--- src/rtl/xlat_pkg.sv ---
package xlat_pkg;

   // Victim chosen by a 3-bit tree: bit 0 picks the pair, bits 1/2 pick within it
   function automatic logic [1:0] plru_pick(input logic [2:0] tree);
      if (!tree[0]) return tree[1] ? 2'd1 : 2'd0;
      else          return tree[2] ? 2'd3 : 2'd2;
   endfunction

   // Steer the tree away from the way just used
   function automatic logic [2:0] plru_touch(input logic [2:0] tree,
                                             input logic [1:0] way);
      logic [2:0] nxt;
      nxt    = tree;
      nxt[0] = ~way[1];
      if (!way[1]) nxt[1] = ~way[0];
      else         nxt[2] = ~way[0];
      return nxt;
   endfunction

endpackage

--- src/rtl/xlat_way.sv ---
module xlat_way #(
   parameter int SETS      = 16,
   parameter int TAG_W     = 16,
   parameter int PFN_W     = 20,
   parameter bit PARITY_EN = 1'b1,
   localparam int IDX_W    = $clog2(SETS)
) (
   input  logic             clk_i,
   input  logic             rst_ni,
   input  logic             flush_i,
   input  logic             wr_en_i,
   input  logic [IDX_W-1:0] wr_idx_i,
   input  logic [TAG_W-1:0] wr_tag_i,
   input  logic             wr_tpar_i,
   input  logic [PFN_W-1:0] wr_pfn_i,
   input  logic             wr_ppar_i,
   input  logic [IDX_W-1:0] rd_idx_i,
   output logic             rd_vld_o,
   output logic [TAG_W-1:0] rd_tag_o,
   output logic [PFN_W-1:0] rd_pfn_o,
   output logic             rd_par_ok_o,
   output logic [SETS-1:0]  vld_vec_o
);

   logic [SETS-1:0]  vld_q;
   logic [TAG_W-1:0] tag_q [SETS];
   logic [PFN_W-1:0] pfn_q [SETS];

   always_ff @(posedge clk_i or negedge rst_ni) begin
      if (!rst_ni) begin
         vld_q <= '0;
      end else if (flush_i) begin
         vld_q <= '0;
      end else if (wr_en_i) begin
         vld_q[wr_idx_i] <= 1'b1;
      end
   end

   always_ff @(posedge clk_i) begin
      if (wr_en_i && !flush_i) begin
         tag_q[wr_idx_i] <= wr_tag_i;
         pfn_q[wr_idx_i] <= wr_pfn_i;
      end
   end

   assign rd_vld_o  = vld_q[rd_idx_i];
   assign rd_tag_o  = tag_q[rd_idx_i];
   assign rd_pfn_o  = pfn_q[rd_idx_i];
   assign vld_vec_o = vld_q;

   generate
      if (PARITY_EN) begin : g_par
         logic tpar_q [SETS];
         logic ppar_q [SETS];
         always_ff @(posedge clk_i) begin
            if (wr_en_i && !flush_i) begin
               tpar_q[wr_idx_i] <= wr_tpar_i;
               ppar_q[wr_idx_i] <= wr_ppar_i;
            end
         end
         assign rd_par_ok_o = ((^rd_tag_o) == tpar_q[rd_idx_i]) &&
                              ((^rd_pfn_o) == ppar_q[rd_idx_i]);
      end else begin : g_nopar
         logic unused_par;
         assign unused_par  = wr_tpar_i ^ wr_ppar_i;
         assign rd_par_ok_o = 1'b1;
      end
   endgenerate


   flush_empties_chk: assert property (@(posedge clk_i) disable iff (!rst_ni)
      flush_i |=> (vld_q == '0));

endmodule

--- src/rtl/xlat_plru.sv ---
module xlat_plru
   import xlat_pkg::*;
#(
   parameter int SETS  = 16,
   localparam int IDX_W = $clog2(SETS)
) (
   input  logic             clk_i,
   input  logic             rst_ni,
   input  logic             flush_i,
   input  logic             lkp_en_i,
   input  logic [IDX_W-1:0] lkp_idx_i,
   input  logic [1:0]       lkp_way_i,
   input  logic             fill_en_i,
   input  logic [IDX_W-1:0] fill_idx_i,
   input  logic [1:0]       fill_way_i,
   output logic [2:0]       fill_tree_o
);

   logic [2:0] tree_q [SETS];

   always_ff @(posedge clk_i or negedge rst_ni) begin
      if (!rst_ni) begin
         for (int s = 0; s < SETS; s++) tree_q[s] <= '0;
      end else if (flush_i) begin
         for (int s = 0; s < SETS; s++) tree_q[s] <= '0;
      end else begin
         if (lkp_en_i && !(fill_en_i && (fill_idx_i == lkp_idx_i)))
            tree_q[lkp_idx_i] <= plru_touch(tree_q[lkp_idx_i], lkp_way_i);
         if (fill_en_i)
            tree_q[fill_idx_i] <= plru_touch(tree_q[fill_idx_i], fill_way_i);
      end
   end

   assign fill_tree_o = tree_q[fill_idx_i];

endmodule

--- src/rtl/xlat_top.sv ---
module xlat_top
   import xlat_pkg::*;
#(
   parameter int VA_W      = 32,
   parameter int PAGE_W    = 12,
   parameter int ENTRIES   = 64,
   parameter int WAYS      = 4,
   parameter int PFN_W     = 20,
   parameter bit PARITY_EN = 1'b1,
   localparam int SETS     = ENTRIES / WAYS,
   localparam int IDX_W    = $clog2(SETS),
   localparam int TAG_W    = VA_W - PAGE_W - IDX_W,
   localparam int PA_W     = PFN_W + PAGE_W,
   localparam int WAY_W    = $clog2(WAYS)
) (
   input  logic             clk_i,
   input  logic             rst_ni,
   input  logic             lkp_vld_i,
   input  logic [VA_W-1:0]  lkp_va_i,
   input  logic             fill_vld_i,
   input  logic [VA_W-1:0]  fill_va_i,
   input  logic [PFN_W-1:0] fill_pfn_i,
   input  logic             fill_tag_par_i,
   input  logic             fill_pfn_par_i,
   input  logic             flush_i,
   output logic             rsp_vld_o,
   output logic             rsp_hit_o,
   output logic [PA_W-1:0]  rsp_pa_o,
   output logic             rsp_par_err_o
);

   generate
      if (WAYS != 4) begin : g_bad_ways
         $error("xlat_top: the 3-bit tree replacement needs WAYS == 4");
      end
      if ((SETS < 2) || ((1 << IDX_W) != SETS) || (SETS * WAYS != ENTRIES)) begin : g_bad_sets
         $error("xlat_top: ENTRIES/WAYS must be a power of two >= 2");
      end
      if (TAG_W < 1) begin : g_bad_tag
         $error("xlat_top: address too narrow for page offset and index");
      end
   endgenerate

   // ---------------- address split ----------------
   logic [IDX_W-1:0] lkp_idx, fill_idx;
   logic [TAG_W-1:0] lkp_tag, fill_tag;

   assign lkp_idx  = lkp_va_i[PAGE_W +: IDX_W];
   assign lkp_tag  = lkp_va_i[VA_W-1 -: TAG_W];
   assign fill_idx = fill_va_i[PAGE_W +: IDX_W];
   assign fill_tag = fill_va_i[VA_W-1 -: TAG_W];

   // ---------------- way storage ----------------
   logic [WAYS-1:0]  way_wr;
   logic [WAYS-1:0]  rd_vld, rd_ok;
   logic [TAG_W-1:0] rd_tag [WAYS];
   logic [PFN_W-1:0] rd_pfn [WAYS];
   logic [SETS-1:0]  vld_vec [WAYS];

   generate
      for (genvar w = 0; w < WAYS; w++) begin : g_way
         xlat_way #(
            .SETS      (SETS),
            .TAG_W     (TAG_W),
            .PFN_W     (PFN_W),
            .PARITY_EN (PARITY_EN)
         ) way_i (
            .clk_i       (clk_i),
            .rst_ni      (rst_ni),
            .flush_i     (flush_i),
            .wr_en_i     (way_wr[w]),
            .wr_idx_i    (fill_idx),
            .wr_tag_i    (fill_tag),
            .wr_tpar_i   (fill_tag_par_i),
            .wr_pfn_i    (fill_pfn_i),
            .wr_ppar_i   (fill_pfn_par_i),
            .rd_idx_i    (lkp_idx),
            .rd_vld_o    (rd_vld[w]),
            .rd_tag_o    (rd_tag[w]),
            .rd_pfn_o    (rd_pfn[w]),
            .rd_par_ok_o (rd_ok[w]),
            .vld_vec_o   (vld_vec[w])
         );
      end
   endgenerate

   // ---------------- lookup compare ----------------
   logic [WAYS-1:0]  tag_eq, good_vec, bad_vec;
   logic             lkp_hit, lkp_bad;
   logic [WAY_W-1:0] hit_way;
   logic [PFN_W-1:0] hit_pfn;

   always_comb begin
      hit_way = '0;
      hit_pfn = '0;
      for (int w = 0; w < WAYS; w++) begin
         tag_eq[w]   = rd_vld[w] && (rd_tag[w] == lkp_tag);
         good_vec[w] = tag_eq[w] && rd_ok[w];
         bad_vec[w]  = tag_eq[w] && !rd_ok[w];
         if (good_vec[w]) hit_pfn = hit_pfn | rd_pfn[w];
      end
      for (int w = WAYS - 1; w >= 0; w--) begin
         if (good_vec[w]) hit_way = WAY_W'(w);
      end
      lkp_bad = |bad_vec;
      lkp_hit = (|good_vec) && !lkp_bad;
   end

   // ---------------- victim choice ----------------
   logic [WAYS-1:0]  free_row;
   logic [WAY_W-1:0] free_way, victim;
   logic [2:0]       fill_tree;
   logic             fill_go;

   always_comb begin
      free_way = '0;
      for (int w = 0; w < WAYS; w++) free_row[w] = !vld_vec[w][fill_idx];
      for (int w = WAYS - 1; w >= 0; w--) begin
         if (free_row[w]) free_way = WAY_W'(w);
      end
      victim  = (|free_row) ? free_way : plru_pick(fill_tree);
      fill_go = fill_vld_i && !flush_i;
      for (int w = 0; w < WAYS; w++) way_wr[w] = fill_go && (victim == WAY_W'(w));
   end

   xlat_plru #(
      .SETS (SETS)
   ) plru_i (
      .clk_i       (clk_i),
      .rst_ni      (rst_ni),
      .flush_i     (flush_i),
      .lkp_en_i    (lkp_vld_i && lkp_hit),
      .lkp_idx_i   (lkp_idx),
      .lkp_way_i   (hit_way),
      .fill_en_i   (fill_go),
      .fill_idx_i  (fill_idx),
      .fill_way_i  (victim),
      .fill_tree_o (fill_tree)
   );

   // ---------------- response register ----------------
   always_ff @(posedge clk_i or negedge rst_ni) begin
      if (!rst_ni) begin
         rsp_vld_o     <= 1'b0;
         rsp_hit_o     <= 1'b0;
         rsp_pa_o      <= '0;
         rsp_par_err_o <= 1'b0;
      end else begin
         rsp_vld_o     <= lkp_vld_i;
         rsp_hit_o     <= lkp_vld_i && lkp_hit;
         rsp_pa_o      <= (lkp_vld_i && lkp_hit) ? {hit_pfn, lkp_va_i[PAGE_W-1:0]} : '0;
         rsp_par_err_o <= lkp_vld_i && lkp_bad;
      end
   end


   one_rsp_per_req_chk: assert property (@(posedge clk_i) disable iff (!rst_ni)
      lkp_vld_i |=> rsp_vld_o);


   no_rsp_unasked_chk: assert property (@(posedge clk_i) disable iff (!rst_ni)
      !lkp_vld_i |=> !rsp_vld_o);


   miss_no_addr_chk: assert property (@(posedge clk_i) disable iff (!rst_ni)
      !rsp_hit_o |-> (rsp_pa_o == '0));


   par_err_is_miss_chk: assert property (@(posedge clk_i) disable iff (!rst_ni)
      rsp_par_err_o |-> (rsp_vld_o && !rsp_hit_o));

   // occupancy of a set with a free way grows by exactly one per fill
   logic             occ_fill_q;
   logic [IDX_W-1:0] occ_idx_q;
   logic [WAY_W:0]   occ_cnt_q;
   logic [WAYS-1:0]  occ_row;

   always_ff @(posedge clk_i or negedge rst_ni) begin
      if (!rst_ni) begin
         occ_fill_q <= 1'b0;
         occ_idx_q  <= '0;
         occ_cnt_q  <= '0;
      end else begin
         occ_fill_q <= fill_go && (|free_row);
         occ_idx_q  <= fill_idx;
         occ_cnt_q  <= (WAY_W+1)'($countones(~free_row));
      end
   end

   always_comb begin
      for (int w = 0; w < WAYS; w++) occ_row[w] = vld_vec[w][occ_idx_q];
   end


   fill_adds_one_chk: assert property (@(posedge clk_i) disable iff (!rst_ni)
      occ_fill_q |-> ($countones(occ_row) == int'(occ_cnt_q) + 1));

endmodule

--- config.mk ---
export PLATFORM = sky130hd
export DESIGN_NAME = xlat_top
export DESIGN_NICKNAME = d
export VERILOG_FILES = /design/src/rtl/xlat_pkg.sv /design/src/rtl/xlat_way.sv /design/src/rtl/xlat_plru.sv /design/src/rtl/xlat_top.sv
export SDC_FILE = /design/constraint.sdc
export NUM_CORES = 2
export LEC_CHECK = 0
export BUFFER_PORTS_ARGS = -buffer_cell sky130_fd_sc_hd__buf_2
export CORE_MARGIN = 2
export CORE_UTILIZATION = 40
export DETAILED_ROUTE_END_ITERATION = 16
export GPL_ROUTABILITY_DRIVEN = 0
export MAX_ROUTING_LAYER = met4
export PLACE_DENSITY = 0.63
export SYNTH_ARGS = -nofsm -noshare
export SYNTH_HDL_FRONTEND = slang
export SYNTH_SLANG_ARGS = --single-unit
--- constraint.sdc ---
create_clock -name clk_i -period 8.74 [get_ports clk_i]
set_input_delay 1.311 -clock clk_i [delete_from_list [all_inputs] [get_ports clk_i]]
set_output_delay 1.311 -clock clk_i [all_outputs]
set_load 0.1 [all_outputs]
==> flow_summary.yaml <==
status:
  status: "complete, no violations"
sta:
  max_freq_ghz: 0.151
  fin_crit_ps: 6620
  setup_viol: 0
  grt_setup_unrepaired: "no"
  hold_viol: 0
  slew_headroom_pct: 12.7
  finClkSkew_ps: 60.1
  fin_tns_setup_ps: 0
  min_period_over_period_pct: 75.8
  drv_slew: 0
  worst_pin_slew_ps: 1310
cts:
  post_cts_buffers: 0
  clock_sinks: 2579
  tritoncts: "yes"
  h-tree-depth: 5
  clock_latency_ps: 940
  cts-root-buf: "clkbuf_16"
  cts_buffers: 278
  clk_pin_slew_ps: 60
  postCtsResizedCells: 0
  hold_buffers: 0
  clock_path_buffers: 4
global_route:
  gr-usage-all-layers_pct: 22.1
  grt_pass1_wl_um: 393000
  grt_overflow_total: 0
  grt_max_degree: 86
  grt_pass1_vias: 51907
  antenna_found_initial: 27
setup_path:
  cp_data_required_time_ps: 9490
  r2r_start: "g_way[1].way_i.pfn_q[11][17]$_DFFE_PP_"
  path_buf_inv: 4
  endpoint_kind: "register"
  critPathMaxStageDelay_ps: 710
  cp.arrival_ps: 7370
  worstSetupStartpointType: "primary input"
  r2r_slack_ps: 3220
  crit_type: "primary input to register"
  worstReg2RegEnd: "plru_i.tree_q[0]$_DFF_PN0_"
  ff2ff_path_depth: 13
  cp_max_fo: 48
  crit_family: "simple AND/OR/NAND/NOR gates"
  cp_cell_sequence: "buf_8 > buf_12 > buf_12 > buf_4 > mux4_2 > mux4_2 > xor2_1 > nor4_1 > nand4_1 > and3b_1 > o41a_4 > nand2_2 > o41ai_1 > o221ai_1"
  crit_slowest_cell: "nand2_2"
routing:
  via_count: 51557
  wirelength_um: 277000
  wl_per_cell_um: 32.2
  dr.pass1.iters: 6
  drc: 0
  viasPerCell: 5.99
  drt_iter0_drc: 7242
  ant_nets: 0
synth:
  ys_ff_latch: 2579
  synthArstFlopShare_pct: 5.70
  synth_top_flop_cell: "edfxtp_1"
  synth_area_sq_mm: 0.102
  synthCells: 4750
  syn_avg_cell_area_sq_um: 21.5
  ys_types: 60
  yosysWarnings: 0
  syn-num-nets: 4841
  synth_edf_count: 2432
  seq_area_frac_synth_pct: 75.1
floorplanning:
  core_area_sq_mm: 0.254
  rows: 185
  floorplan.initialDensity_pct: 40.2
  die_h_um: 509
  die_width_um: 509
  die-area_sq_mm: 0.259
  io_pins: 126
power:
  vdd_drop_max_mv: 0.248
  p_leak_nw: 36.7
  power.density_mw_per_mm2: 226
min_path:
  hp-class: "primary input to asynchronous set/reset pin"
cells_and_area:
  final_core_util_pct: 45.6
  syn_to_final_growth_pct: 13.5
  drive_above_1_share_pct: 27.6
  fin_nets: 5139
  n_fill_cell: 20906
placed_design:
  hpwlAfterDp_um: 159000
  io_buffers: 113
run:
  maxCapViolCount: 0
==> cells in the mapped netlist, types with 10 or more instances <==
cell type  number  area share [%]
nor3b_1        31            0.23
nand3_1        27            0.13
buf_6          36            0.40
buf_1          33            0.12
xor2_1         68            0.58
a21oi_1        32            0.16
xnor2_1       131             1.1
nor2b_1        12           0.074
o221ai_1       42            0.36
nor2_1        217            0.80
o41ai_1        33            0.28
nand3b_1       10           0.074
mux2i_1        32            0.31
mux4_2        706              16
clkbuf_1      114            0.42
nand2_1       150            0.55
buf_4          27            0.20
a22oi_1       246             1.8
and3_1         14           0.086
edfxtp_1     2432              72
dfrtp_1       147             3.6
buf_2          68            0.33
==> worst register-to-register path: cells and delay by family, from the launching register on <==
kind / cells / cell delay (ps)
AND/OR/NAND/NOR: 3 / 1140
multiplexers: 1 / 470
XOR/XNOR: 4 / 1430
flip-flops: 1 / 360
buffers and inverters: 1 / 320
AO/OA/AOI/OAI: 4 / 1610
==> cell type report <==
| type | count | area [sq um] | area share [%] |
|---|---|---|---|
| timing repair buffer | 296 | 2310 | 1.99 |
| multi-input combinational | 1886 | 24400 | 21.0 |
| clock inverter | 109 | 753 | 0.650 |
| antenna | 6 | 15.0 | 0.0130 |
| inverter | 7 | 26.3 | 0.0227 |
| clock buffer | 354 | 7430 | 6.42 |
| sequential | 2579 | 76700 | 66.2 |
| tap | 3366 | 4210 | 3.64 |
==> flip-flops by register name, summed over array words and instances (netlist names) <==
name / flops
g_way.way_i.g_par.ppar_q: 64
g_way.way_i.g_par.tpar_q: 64
g_way.way_i.pfn_q: 1280
g_way.way_i.tag_q: 1024
g_way.way_i.vld_vec_o: 64
plru_i.tree_q: 48
rsp_hit_o: 1
rsp_pa_o: 32
rsp_par_err_o: 1
rsp_vld_o: 1
==> worst max-delay path by stage <==
stage	start	cells after the start	slack (ps)	to
floorplan	fill_va_i[12]	10	2560	g_way[0].way_i.g_par.ppar_q[12]$_DFFE_PP_
global placement	lkp_va_i[12]	17	1440	plru_i.tree_q[0]$_DFF_PN0_
detailed placement	lkp_va_i[12]	17	1270	plru_i.tree_q[4]$_DFF_PN0_
CTS	lkp_va_i[12]	17	2240	plru_i.tree_q[4]$_DFF_PN0_
global route	lkp_va_i[12]	17	1910	plru_i.tree_q[13]$_DFF_PN0_
finish	lkp_va_i[12]	14	2120	plru_i.tree_q[0]$_DFF_PN0_
==> cell families after synthesis <==
| group | count (synthesis) | share of synthesized area (%) |
|---|---|---|
| flops | 2579 | 75.1 |
| mux | 744 | 16.0 |
| simple gates | 525 | 2.38 |
| compound gates | 409 | 3.13 |
| buf+inv | 285 | 1.50 |
| xor+xnor | 208 | 1.90 |
==> per-layer routing <==
layer | vias up | part of all wire [%] | global-route usage, %
met5 | - | 0 | -
met4 | 0 | 3.9 | 8.09
met3 | 504 | 9.0 | 3.61
met2 | 2748 | 48 | 34.3
met1 | 27759 | 39 | 29.5
li1 | 20546 | - | -
==> placed cells by master, fill, tap and decap left out, types with 6 or more instances in the layout <==
cell type and n:
clkbuf_16 286, clkinv_2 30, xor2_1 68, o221ai_1 42, mux2_2 6, buf_12 26, inv_1 7, buf_4 158
xnor2_1 131, edfxtp_1 2432, nor3_1 7, nand2b_1 7, o41ai_1 33, mux4_2 706, clkinvlp_4 9, a22o_1 8
nor2_4 65, nor4_1 9, nand3_1 27, a21oi_1 32, clkbuf_1 66, nor3b_1 31, a22oi_1 246, bufinv_16 8
mux2i_1 32, and3b_1 8, xnor3_1 8, nand3b_1 10, nand2_1 150, and3_1 14, diode_2 6, dfrtp_1 147
buf_2 107, nor2b_1 10, clkinv_1 54, nor2_1 152
==> report_power, final <==
group | internal [mW] | total (mW) | switching [mW]
registers | 13.6 | 13.6 | 0.00946
logic | 0.662 | 1.77 | 1.11
clock network | 6.22 | 10.8 | 4.62
total | 20.4 | 26.2 | 5.74
==> through the flow <==
step                power, mW  cells  hold slack (ps)  worst slack (ps)  instance area (sq um)
floorplan                14.9   4750              478              2560                 102000
global placement         15.6   8134              491              1440                 108000
detailed placement       15.6   8134              506              1270                 108000
CTS                      26.3   8597              392              2240                 116000
global route             26.9   8602              442              1910                 116000
finish                   26.2   8603              417              2120                 116000
No activity file was read; power rests on OpenSTA's default activity.
